**src/rtl/i2cq_pkg.sv**
```systemverilog
// Shared register addresses, bit positions and the command word type
// for the I2C queue front end. Assumes a 3-bit register address.
package i2cq_pkg;

    typedef enum logic [2:0] {
        RA_CTRL   = 3'd0,
        RA_DCMD   = 3'd1,
        RA_THRESH = 3'd2,
        RA_ISTAT  = 3'd3,
        RA_IMASK  = 3'd4,
        RA_ICLR   = 3'd5,
        RA_STATUS = 3'd6,
        RA_LEVELS = 3'd7
    } reg_addr_e;

    localparam int CT_EN    = 0;
    localparam int CT_ABORT = 1;

    localparam int DC_RD   = 8;
    localparam int DC_STOP = 9;
    localparam int DC_PUSH = 10;
    localparam int DC_POP  = 11;

    localparam int TH_TX_LSB = 8;

    localparam int FL_TXOVER  = 0;
    localparam int FL_RXUNDER = 1;
    localparam int FL_RXOVER  = 2;
    localparam int FL_TXABRT  = 3;
    localparam int FL_RXFULL  = 4;
    localparam int FL_TXEMPTY = 5;
    localparam int N_LATCHED  = 4;
    localparam int N_FLAGS    = 6;

    typedef struct packed {
        logic       stop;
        logic       rd;
        logic [7:0] data;
    } cmd_t;

endpackage

```
**src/rtl/i2cq_fifo.sv**
```systemverilog
// Synchronous show-ahead FIFO with a level count and a flush input.
// Assumes: push when full and pop when empty are ignored here (the
// caller flags them); flush wins over push and pop.
module i2cq_fifo #(
    parameter int DEPTH = 8,
    parameter int WIDTH = 8,
    localparam int AW = $clog2(DEPTH),
    localparam int LW = AW + 1
) (
    input  logic             clk,
    input  logic             rst_n,
    input  logic             flush,
    input  logic             push,
    input  logic [WIDTH-1:0] din,
    input  logic             pop,
    output logic [WIDTH-1:0] dout,
    output logic             full,
    output logic             empty,
    output logic [LW-1:0]    level
);
    logic [WIDTH-1:0] mem [DEPTH];
    logic [AW-1:0]    wp, rp;
    logic [LW-1:0]    cnt;
    logic             do_push, do_pop;

    assign full    = (cnt == LW'(DEPTH));
    assign empty   = (cnt == '0);
    assign level   = cnt;
    assign dout    = mem[rp];
    assign do_push = push && !full && !flush;
    assign do_pop  = pop && !empty && !flush;

    // Pointer and count update, cleared by reset or flush.
    always_ff @(posedge clk) begin
        if (!rst_n || flush) begin
            wp  <= '0;
            rp  <= '0;
            cnt <= '0;
        end else begin
            if (do_push) wp <= (wp == AW'(DEPTH - 1)) ? '0 : wp + 1'b1;
            if (do_pop)  rp <= (rp == AW'(DEPTH - 1)) ? '0 : rp + 1'b1;
            case ({do_push, do_pop})
                2'b10:   cnt <= cnt + 1'b1;
                2'b01:   cnt <= cnt - 1'b1;
                default: cnt <= cnt;
            endcase
        end
    end

    // Storage write; contents need no reset.
    always_ff @(posedge clk) begin
        if (do_push) mem[wp] <= din;
    end
endmodule

```
**src/rtl/i2cq_irq.sv**
```systemverilog
// Interrupt flags: four latched error flags with per-bit clear, two
// level flags compared against thresholds, raw view and masked output.
// Assumes: a set event in the same cycle as its clear wins.
module i2cq_irq
    import i2cq_pkg::*;
#(
    parameter int AW = 3,
    localparam int LW = AW + 1
) (
    input  logic                 clk,
    input  logic                 rst_n,
    input  logic [N_LATCHED-1:0] set_evt,
    input  logic [N_LATCHED-1:0] clr,
    input  logic [LW-1:0]        tx_level,
    input  logic [LW-1:0]        rx_level,
    input  logic [AW-1:0]        tx_thr,
    input  logic [AW-1:0]        rx_thr,
    input  logic [N_FLAGS-1:0]   mask,
    output logic [N_FLAGS-1:0]   flags,
    output logic                 irq
);
    logic [N_LATCHED-1:0] latched;
    logic                 rx_full_lvl, tx_empty_lvl;

    // Latched error flags: clear on request, set on event.
    always_ff @(posedge clk) begin
        if (!rst_n) latched <= '0;
        else        latched <= (latched & ~clr) | set_evt;
    end

    assign rx_full_lvl  = (rx_level > LW'(rx_thr));
    assign tx_empty_lvl = (tx_level <= LW'(tx_thr));
    assign flags        = {tx_empty_lvl, rx_full_lvl, latched};
    assign irq          = |(flags & mask);
endmodule

```
**src/rtl/i2cq_ctl.sv**
```systemverilog
// Enable-status tracking and abort sequencing. A user abort waits for
// an idle engine, then flushes; NACK or arbitration loss flush at once.
// The abort cause bits clear together with the abort flag.
module i2cq_ctl (
    input  logic       clk,
    input  logic       rst_n,
    input  logic       enable,
    input  logic       abort_set,
    input  logic       eng_idle,
    input  logic       eng_nack,
    input  logic       eng_arb_lost,
    input  logic       abrt_flag,
    input  logic       clr_abrt,
    output logic       en_stat,
    output logic       abort_pend,
    output logic       abrt_evt,
    output logic       flush,
    output logic [2:0] cause
);
    logic abort_done;

    assign abort_done = abort_pend && eng_idle;
    assign abrt_evt   = abort_done || eng_nack || eng_arb_lost;
    assign flush      = abrt_evt || abrt_flag;

    // Enable-status follows enable up at once, down only when idle.
    always_ff @(posedge clk) begin
        if (!rst_n)        en_stat <= 1'b0;
        else if (enable)   en_stat <= 1'b1;
        else if (eng_idle) en_stat <= 1'b0;
    end

    // Abort request: set by host, cleared in hardware on completion.
    always_ff @(posedge clk) begin
        if (!rst_n)          abort_pend <= 1'b0;
        else if (abort_done) abort_pend <= 1'b0;
        else if (abort_set)  abort_pend <= 1'b1;
    end

    // Abort cause: cleared with the flag, new causes added on top.
    always_ff @(posedge clk) begin
        if (!rst_n) cause <= '0;
        else        cause <= (clr_abrt ? 3'b000 : cause)
                             | {eng_arb_lost, eng_nack, abort_done};
    end
endmodule

```
**src/rtl/i2cq_frontend.sv**
```systemverilog
// Host-facing queue logic of an I2C master: register decode, transmit
// command queue, receive byte queue, interrupt flags and abort control.
// Assumes: the bus engine pops commands by valid/ready, reports idle,
// and delivers received bytes as single-cycle strobes.
module i2cq_frontend
    import i2cq_pkg::*;
#(
    parameter int DEPTH = 8,
    localparam int AW = $clog2(DEPTH),
    localparam int LW = AW + 1
) (
    input  logic        clk,
    input  logic        rst_n,
    input  logic        host_wr,
    input  logic [2:0]  host_addr,
    input  logic [31:0] host_wdata,
    output logic [31:0] host_rdata,
    output logic        irq,
    output logic        cmd_valid,
    input  logic        cmd_ready,
    output logic [7:0]  cmd_byte,
    output logic        cmd_rd,
    output logic        cmd_stop,
    output logic        abort_req,
    input  logic        eng_idle,
    input  logic        rx_valid,
    input  logic [7:0]  rx_byte,
    input  logic        eng_nack,
    input  logic        eng_arb_lost
);
    logic                 ctrl_en;
    logic [AW-1:0]        tx_thr, rx_thr;
    logic [N_FLAGS-1:0]   mask;
    logic [7:0]           rx_hold;
    logic                 wr_ctrl, wr_dcmd, wr_thr, wr_mask, wr_iclr;
    logic                 push_req, pop_req;
    logic                 tx_push, tx_pop, tx_full, tx_empty;
    logic                 rx_full, rx_empty;
    logic [LW-1:0]        tx_level, rx_level;
    logic [7:0]           rx_dout;
    cmd_t                 tx_din, tx_dout;
    logic                 en_stat, abort_pend, abrt_evt, flush;
    logic [2:0]           cause;
    logic [N_FLAGS-1:0]   flags;
    logic [N_LATCHED-1:0] set_evt, clr;
    logic                 wdata_unused;

    assign wdata_unused = ^host_wdata[31:12];

    // Register write decode.
    assign wr_ctrl = host_wr && (host_addr == RA_CTRL);
    assign wr_dcmd = host_wr && (host_addr == RA_DCMD);
    assign wr_thr  = host_wr && (host_addr == RA_THRESH);
    assign wr_mask = host_wr && (host_addr == RA_IMASK);
    assign wr_iclr = host_wr && (host_addr == RA_ICLR);

    assign push_req = wr_dcmd && host_wdata[DC_PUSH];
    assign pop_req  = wr_dcmd && host_wdata[DC_POP];

    // Host-written configuration registers.
    always_ff @(posedge clk) begin
        if (!rst_n) begin
            ctrl_en <= 1'b0;
            tx_thr  <= '0;
            rx_thr  <= '0;
            mask    <= '0;
        end else begin
            if (wr_ctrl) ctrl_en <= host_wdata[CT_EN];
            if (wr_thr) begin
                tx_thr <= host_wdata[TH_TX_LSB +: AW];
                rx_thr <= host_wdata[0 +: AW];
            end
            if (wr_mask) mask <= host_wdata[N_FLAGS-1:0];
        end
    end

    // Hold the byte removed by the last successful pop.
    always_ff @(posedge clk) begin
        if (!rst_n)                  rx_hold <= '0;
        else if (pop_req && !rx_empty) rx_hold <= rx_dout;
    end

    // Transmit command queue.
    assign tx_din  = '{stop: host_wdata[DC_STOP], rd: host_wdata[DC_RD],
                       data: host_wdata[7:0]};
    assign tx_push = push_req && !flush;
    assign cmd_valid = en_stat && !tx_empty && !abort_pend && !flush;
    assign tx_pop  = cmd_valid && cmd_ready;

    i2cq_fifo #(.DEPTH(DEPTH), .WIDTH($bits(cmd_t))) u_txq (
        .clk   (clk),
        .rst_n (rst_n),
        .flush (flush),
        .push  (tx_push),
        .din   (tx_din),
        .pop   (tx_pop),
        .dout  (tx_dout),
        .full  (tx_full),
        .empty (tx_empty),
        .level (tx_level)
    );

    assign cmd_byte = tx_dout.data;
    assign cmd_rd   = tx_dout.rd;
    assign cmd_stop = tx_dout.stop;

    // Receive byte queue.
    i2cq_fifo #(.DEPTH(DEPTH), .WIDTH(8)) u_rxq (
        .clk   (clk),
        .rst_n (rst_n),
        .flush (1'b0),
        .push  (rx_valid),
        .din   (rx_byte),
        .pop   (pop_req),
        .dout  (rx_dout),
        .full  (rx_full),
        .empty (rx_empty),
        .level (rx_level)
    );

    // Enable-status and abort control.
    i2cq_ctl u_ctl (
        .clk          (clk),
        .rst_n        (rst_n),
        .enable       (ctrl_en),
        .abort_set    (wr_ctrl && host_wdata[CT_ABORT]),
        .eng_idle     (eng_idle),
        .eng_nack     (eng_nack),
        .eng_arb_lost (eng_arb_lost),
        .abrt_flag    (flags[FL_TXABRT]),
        .clr_abrt     (clr[FL_TXABRT]),
        .en_stat      (en_stat),
        .abort_pend   (abort_pend),
        .abrt_evt     (abrt_evt),
        .flush        (flush),
        .cause        (cause)
    );
    assign abort_req = abort_pend;

    // Error events and clear vector for the flag block.
    always_comb begin
        set_evt             = '0;
        set_evt[FL_TXOVER]  = push_req && tx_full && !flush;
        set_evt[FL_RXUNDER] = pop_req && rx_empty;
        set_evt[FL_RXOVER]  = rx_valid && rx_full;
        set_evt[FL_TXABRT]  = abrt_evt;
        clr = wr_iclr ? host_wdata[N_LATCHED-1:0] : '0;
    end

    i2cq_irq #(.AW(AW)) u_irq (
        .clk      (clk),
        .rst_n    (rst_n),
        .set_evt  (set_evt),
        .clr      (clr),
        .tx_level (tx_level),
        .rx_level (rx_level),
        .tx_thr   (tx_thr),
        .rx_thr   (rx_thr),
        .mask     (mask),
        .flags    (flags),
        .irq      (irq)
    );

    // Register read multiplexer.
    always_comb begin
        host_rdata = '0;
        case (reg_addr_e'(host_addr))
            RA_CTRL:   host_rdata[1:0] = {abort_pend, ctrl_en};
            RA_DCMD:   host_rdata[7:0] = rx_hold;
            RA_THRESH: begin
                host_rdata[TH_TX_LSB +: AW] = tx_thr;
                host_rdata[0 +: AW]         = rx_thr;
            end
            RA_ISTAT:  host_rdata[N_FLAGS-1:0] = flags;
            RA_IMASK:  host_rdata[N_FLAGS-1:0] = mask;
            RA_STATUS: begin
                host_rdata[0]    = !tx_full;
                host_rdata[1]    = tx_empty;
                host_rdata[2]    = !rx_empty;
                host_rdata[3]    = en_stat && (!eng_idle || !tx_empty);
                host_rdata[4]    = en_stat;
                host_rdata[10:8] = cause;
            end
            RA_LEVELS: begin
                host_rdata[7:0]  = 8'(tx_level);
                host_rdata[15:8] = 8'(rx_level);
            end
            default:   host_rdata = '0;
        endcase
    end
endmodule

```
**config.mk**
```make
export PLATFORM = sky130hd
export DESIGN_NAME = i2cq_frontend
export DESIGN_NICKNAME = d
export VERILOG_FILES = /design/src/rtl/i2cq_pkg.sv /design/src/rtl/i2cq_fifo.sv /design/src/rtl/i2cq_irq.sv /design/src/rtl/i2cq_ctl.sv /design/src/rtl/i2cq_frontend.sv
export SDC_FILE = /design/constraint.sdc
export NUM_CORES = 1
export LEC_CHECK = 0
export ABC_CLOCK_PERIOD_IN_PS = 3800
export BUFFER_PORTS_ARGS = -buffer_cell sky130_fd_sc_hd__buf_2
export CORE_MARGIN = 2
export CORE_UTILIZATION = 39
export CTS_CLUSTER_DIAMETER = 150
export DETAILED_ROUTE_END_ITERATION = 10
export SYNTH_ARGS = -nofsm -noshare
export SYNTH_HDL_FRONTEND = slang
export SYNTH_HIERARCHICAL = 1
export SYNTH_SLANG_ARGS = --single-unit
```
**constraint.sdc**
```tcl
create_clock -name clk -period 3.8 [get_ports clk]
set_clock_uncertainty 0.05 [all_clocks]
set_input_delay 0.38 -clock clk [delete_from_list [all_inputs] [get_ports clk]]
set_output_delay 0.38 -clock clk [all_outputs]
set_load 0.05 [all_outputs]
```
# Yosys cells after proc, flatten, opt, wreduce, memory -nomap -nowiden
# Memories as Yosys holds them, arrays and structs flattened. A register that Yosys moved wholly into a read port is not among the register bits.
# Cells that the tools add are included.
# totals
ff_bits	42
latch_bits	0
ramBits	144
mem_bits_ro	0
input_bits	51
elab_cells	119
memories	2
# memory_table
memory	words	width	read_ports	rd_clocked_by_memory_dff	write_ports	line_no	rtl
u_txq.mem	8	10	1	1	1	i2cq_fifo.sv:21	logic [WIDTH-1:0] mem [DEPTH];
u_rxq.mem	8	8	1	1	1	i2cq_fifo.sv:21	
# op_classes
n_addsub	8
mul	0
div_mod_pow	0
order_cmp	2
eq_ne	17
shift	0
n_mux	23
bitwise	6
n_reduce_logical	47
# op_table
cell	count
1-bit logical AND	25
3-bit equality test (second input constant)	8
3-bit 2-to-1 mux	7
4-bit case mux with 2 select lines	2
2-bit case mux with 7 select lines	1
3-bit by 1-bit adder with 3-bit output (second input constant)	4
2-bit case mux with 5 select lines	1
1-bit logical NOT	9
3-bit case mux with 3 select lines	1
4-bit by 1-bit adder with 4-bit output (second input constant)	2
4-bit equality test (second input constant)	2
4-bit logical NOT	2
4-bit by 1-bit subtractor with 4-bit output (second input constant)	2
1-bit 2-to-1 mux	7
6-bit AND	1
3-bit by 2-bit equality test with 1-bit output (second input constant)	2
1-bit case mux with 6 select lines	1
2-bit nonzero test	3
6-bit OR reduction	1
1-bit logical OR	5
4-bit AND	1
2-bit by 1-bit equality test with 1-bit output (second input constant)	2
2-bit equality test (second input constant)	2
4-bit by 3-bit > comparator with 1-bit output	1
other kinds (11)	11

# Logic depth before layout (Yosys ltp)
# logic_depth
word_depth	11
ltp_mapped	13
depth_no_buf	13

# Cells and area by module
# The synthesis kept the hierarchy.
# by_module_without_submodules
module	n_inst	cells_each	area_per_inst_um2	seq_area_each_um2
i2cq_fifo (u_txq)	1	196	3701.0	2662.6
i2cq_fifo (u_rxq)	1	174	3103.0	2182.1
i2cq_frontend	1	174	1542.7	420.4
i2cq_irq	1	42	366.6	80.1
i2cq_ctl	1	18	188.9	100.1

# Worst setup path before layout
# Ideal clock, no wire load.
# synth_timing
kind	register to register
from	register u_ctl.abort_pend
to	register u_txq.cnt[2] (netlist: u_txq/level[2])
arrival_time_ps	4541
slack_ps	-861
path_stages_with_launch	14
n_path_buf	0
synth_period_minus_slack_ps	4661
cell_sequence	dfxtp_1 > a211o_1 > or2_1 > nor4b_1 > and2_1 > o41ai_1 > nor2_1 > ha_1 > xor2_1 > ha_1 > a21oi_1 > xor2_1 > or3_1 > a21oi_1
# synth_via
elab_chain_cells	11
# synth_rtl
element	line_no	rtl
start, declared	i2cq_ctl.sv:15	output logic abort_pend,
start signal, assigned	i2cq_ctl.sv:35	if (!rst_n) abort_pend <= 1'b0;
start signal, assigned	i2cq_ctl.sv:36	else if (abort_done) abort_pend <= 1'b0;
start signal, assigned	i2cq_ctl.sv:37	else if (abort_set) abort_pend <= 1'b1;
1-bit logical AND *	i2cq_ctl.sv:22	assign abort_done = abort_pend && eng_idle;
1-bit logical OR * (2 in series)	i2cq_ctl.sv:23	assign abrt_evt = abort_done || eng_nack || eng_arb_lost;
named net abrt_evt	i2cq_frontend.sv:42	logic en_stat, abort_pend, abrt_evt, flush;
1-bit logical OR *	i2cq_ctl.sv:24	assign flush = abrt_evt || abrt_flag;
named net flush	i2cq_frontend.sv:42	
1-bit logical NOT *	i2cq_frontend.sv:87	assign cmd_valid = en_stat && !tx_empty && !abort_pend && !flush;
1-bit logical AND *	i2cq_frontend.sv:87	
named net cmd_valid	i2cq_frontend.sv:19	output logic cmd_valid,
1-bit logical AND *	i2cq_frontend.sv:88	assign tx_pop = cmd_valid && cmd_ready;
named net tx_pop	i2cq_frontend.sv:37	logic tx_push, tx_pop, tx_full, tx_empty;
1-bit logical AND * (2 in series)	i2cq_fifo.sv:31	assign do_pop = pop && !empty && !flush;
2-bit by 1-bit equality test with 1-bit output / 2-bit equality test (equally long branches)	i2cq_fifo.sv:42	case ({do_push, do_pop})
4-bit case mux with 2 select lines / 2-bit nonzero test (equally long branches)	--	
end signal, assigned	i2cq_fifo.sv:43	2'b10: cnt <= cnt + 1'b1;
end signal, assigned	i2cq_fifo.sv:44	2'b01: cnt <= cnt - 1'b1;
end signal, assigned	i2cq_fifo.sv:45	default: cnt <= cnt;
end, declared	i2cq_fifo.sv:23	logic [LW-1:0] cnt;
# Mark *: on every way through the listed nets, which the timed path passes. The rest lies on a longest branch.
# A chain may end at the register's enable or synchronous reset.

# Final worst setup path
# layout_timing
from	register u_ctl.abort_pend
to	register u_txq.cnt[3] (netlist: u_txq/level[3])
# layout_lines
element	line_no	rtl
1-bit logical AND *	i2cq_ctl.sv:22	
1-bit logical OR * (2 in series)	i2cq_ctl.sv:23	
named net abrt_evt	i2cq_frontend.sv:42	
1-bit logical OR *	i2cq_ctl.sv:24	
named net flush	i2cq_frontend.sv:42	
1-bit logical NOT *	i2cq_frontend.sv:86	assign tx_push = push_req && !flush;
1-bit logical AND *	i2cq_frontend.sv:86	
named net tx_push	i2cq_frontend.sv:37	
1-bit logical AND * (2 in series)	i2cq_fifo.sv:30	assign do_push = push && !full && !flush;
2-bit by 1-bit equality test with 1-bit output / 2-bit equality test (equally long branches)	i2cq_fifo.sv:42	
4-bit case mux with 2 select lines / 2-bit nonzero test (equally long branches)	--	
# Marked as above.

==> impl_metrics.csv <==
group,metric,value,unit
critical_path,cp-start-kind,"flop",
global_routing,antenna_found_initial,0,
floorplanning,rows,55,
power,intPower,3.335,mW
timing,setup_violations,0,
global_routing,grt_first_pass_wirelength,27970,um
synth,postSynthAreaPerCell,14.74,um^2
layout,drive_above_1_share,26.43,%
power,p_leak,3.500,nW
timing,fin_crit,3.440,ns
synth,synth_area,8902,um^2
layout,nets,739,
cts,cts_setup_buffers,0,
cts,cts_max_path_buffers,2,
detailed_routing,drcViolationCount,0,
timing,drv_slew,0,
detailed_routing,viasPerCell,5.169,
detailed_routing,drt-initial-drc-count,252,
timing,slew_headroom,27.04,%
job,maxCapViolations,0,
power,netSwitchingFraction,23.00,%
layout,syn_to_final_growth,13.03,%
global_routing,grt_use_total,15.52,%
critical_path,startpoint,"u_ctl/abort_pend",
floorplanning,die_y,155.1,um
cts,insertion_delay,0.43,ns
cts,cts_buffers,17,
power,power.density,430.4,nW/um^2
synth,synth_seq_cells,200,
critical_path,r2r_slack,0.36,ns
power,clockPowerShare,40.8,%
cts,cts_hold_buffers,0,
critical_path,critPathArrivalTime,3.70,ns
cts,clkSlewWorstSetupHoldPaths,0.07,ns
detailed_routing,drt_first_pass_iters,5,
critical_path,required,4.06,ns
timing,rsz0062_at_grt,"false",
timing,fmax,290.7,MHz
cts,cts_tree,"done",
timing,finalCritPeriodShare,90.54,%
power,ir_drop,0.2077,mV
hold_path,holdCritStartpoint,"eng_arb_lost",
global_routing,grt_pass1_vias,4978,
timing,fin_ws,0.3596,ns
cts,cts_sinks,200,
floorplanning,ios,96,
hold_path,min_path_cells,2,
critical_path,rr_worst_depth,10,
cts,cts-resized-gates,0,
floorplanning,start_util,39.56,%
synth,synth_edf_count,144,
critical_path,critPathMaxFanout,7,
power,pwr-share-comb,4.9,%
outcome,outcome,"finished clean",
power,p_switching,0.9960,mW
floorplanning,die_area,24050,um^2
detailed_routing,final_antenna_net_count,0,
critical_path,crit_type,"flop to flop",
global_routing,overflow,0,
placed_design,io_buffers,55,
synth,ys.flop_type,"edfxtp_1",
global_routing,grt_max_degree,43,
synth,yosysWarnings,6,
detailed_routing,dr_total_vias,4998,
synth,ys_seq_area_share,61.17,%
critical_path,timing.rr.end,"u_txq/level[3]",
placed_design,dp_slack,0.3187,ns
synth,yosys.cell_types.count,61,
floorplanning,die_w,155.1,um
timing,finalHoldViolCount,0,
timing,finalSetupTns,0,ns
critical_path,cp-end-kind,"flop",
detailed_routing,wl,18090,um
power,seqPwrFrac,54.3,%
synth,syn_inst,604,
critical_path,r2r-start,"u_ctl/abort_pend",
timing,worst_slew_pin_slew,1.093,ns
synth,async_flop_share,0,%
detailed_routing,wire_per_inst,18.71,um
placed_design,dp_hpwl,12190,um
floorplanning,coreArea,22500,um^2
hold_path,hold_end,"u_ctl/cause[2]",
placed_design,gp_congestion,0.7892,
hold_path,hold_path.class,"input port to flop",
cts,h-tree-depth,4,
cts,cts-root-buf,"clkbuf_16",
[cells in the final DEF (no fill, tap or decap), types with 3 or more instances in the layout]
| cell | n |
|---|---|
| edfxtp_1 | 144 |
| dfxtp_1 | 56 |
| buf_2 | 55 |
| mux2i_1 | 38 |
| mux4_2 | 36 |
| nor2_1 | 33 |
| nor2b_1 | 29 |
| nand2_1 | 27 |
| conb_1 | 25 |
| mux2_2 | 22 |
| ha_1 | 20 |
| buf_4 | 19 |
| clkbuf_16 | 17 |
| a21oi_1 | 14 |
| nand2b_1 | 11 |
| inv_1 | 10 |
| nor3_1 | 10 |
| and2_1 | 9 |
| o21a_1 | 9 |
| xor2_1 | 6 |
| nor4b_1 | 5 |
| nand3_1 | 4 |
| o21ai_0 | 4 |
| inv_6 | 4 |
| inv_8 | 4 |
| o41ai_1 | 4 |
| nor4_1 | 4 |
| or3_1 | 4 |
| a22oi_1 | 3 |
| nor3b_1 | 3 |
| a211o_1 | 3 |
| a22o_1 | 3 |
| or3b_1 | 3 |
[layer usage]
| layer | part of all wire [%] | wire length, um | vias to the layer above | track usage [%] |
|---|---|---|---|---|
| li1 | - | - | 2373 | - |
| met1 | 44 | 7974 | 2485 | 20.46 |
| met2 | 49 | 8922 | 124 | 25.78 |
| met3 | 5.2 | 943 | 16 | 3.370 |
| met4 | 1.4 | 249 | 0 | 4.850 |
| met5 | 0 | 0 | - | 0 |
[power by group through the flow]
stage	combinational [mW]	sequential (mW)	clock, mW
after floorplan	0.162	2.40	0
after global placement	0.206	2.40	0
after detailed placement	0.210	2.40	0
after CTS	0.210	2.35	1.82
after global routing	0.226	2.35	1.91
final	0.210	2.35	1.77
[worst max-delay path by stage]
stage | to
after floorplan | u_txq/level[2]
after global placement | u_txq/level[3]
after detailed placement | u_txq/level[3]
after CTS | u_txq/level[3]
after global routing | u_txq/level[3]
final | u_txq/level[3]
[cell usage after synthesis (2+ instances only)]
library cell / number / area (um^2)
a211o_1: 3 / 26.28
a21oi_1: 14 / 70.07
a221oi_1: 2 / 17.52
a22o_1: 3 / 26.28
a22oi_1: 3 / 22.52
a31oi_1: 2 / 12.51
and2_1: 9 / 56.30
and4bb_2: 2 / 25.02
buf_1: 2 / 7.510
buf_2: 12 / 60.06
buf_4: 23 / 172.7
clkbuf_1: 13 / 48.80
dfxtp_1: 56 / 1121
edfxtp_1: 144 / 4324
ha_1: 20 / 250.2
inv_1: 10 / 37.54
mux2_2: 22 / 247.7
mux2i_1: 38 / 380.4
mux4_2: 36 / 810.8
nand2_1: 27 / 101.4
nand2b_1: 11 / 68.82
nand2b_4: 2 / 27.53
nand3_1: 4 / 20.02
nand4b_1: 2 / 17.52
nor2_1: 33 / 123.9
nor2b_1: 29 / 181.4
nor3_1: 12 / 60.06
nor3b_1: 3 / 22.52
nor4_1: 5 / 31.28
nor4b_1: 6 / 52.55
o21a_1: 9 / 67.56
o21ai_0: 4 / 20.02
o41ai_1: 4 / 35.03
or3_1: 4 / 25.02
or3b_1: 3 / 26.28
or3b_2: 2 / 17.52
xor2_1: 6 / 52.55
[registers in the layout, summed over array words and instances, names as in the netlist, 4 cells and up, named ones only]
name and count:
mask 6, u_txq/level 4, u_rxq/mem 64, u_irq/latched 4, rx_hold 8, u_txq/mem 80, u_rxq/level 4
[worst max-delay path, cell delays in order (launching register included)]
cell and delay [ns]:
dfxtp_1 0.38, a211o_1 0.30, or2_1 0.23, nor4b_1 0.56
or3b_1 0.43, buf_4 0.17, ha_1 0.24, nand3b_1 0.16
a2111oi_0 0.53, o31ai_1 0.16, o41ai_1 0.09
[through the flow]
step	util (%)	hold WS, ns	area [um^2]	power (mW)	instances
4_1_cts	44.70	0.1069	10060	4.380	966
3_5_place_dp	42.12	0.3959	9479	2.613	934
2_1_floorplan	-	0.3799	9007	2.562	628
5_1_grt	44.70	0.1092	10060	4.490	966
6_report	44.71	0.1228	10060	4.331	967
3_3_place_gp	42.12	0.3936	9479	2.608	934
[cell families (layout without fill, tap and decap cells)]
group,after synthesis,in the layout,share of synthesized area (%)
other cells,1,26,0.04212
compound gates,53,53,4.301
buf+inv,63,116,4.006
flops,200,200,61.17
xor+xnor,6,6,0.5903
fa+ha+maj,20,20,2.811
mux,96,96,16.16
simple gates,165,165,10.92
[area by class of cell]
type,count,area [um^2]
Clock buffer,17,425.4
Clock inverter,15,155.1
Inverter,10,37.54
Fill cell,1994,12440
Sequential cell,200,5445
Multi-Input combinational cell,365,3222
Tap cell,285,356.6
Timing Repair Buffer,74,417.9
Antenna cell,1,2.502
(Power assumes the default switching activity.)
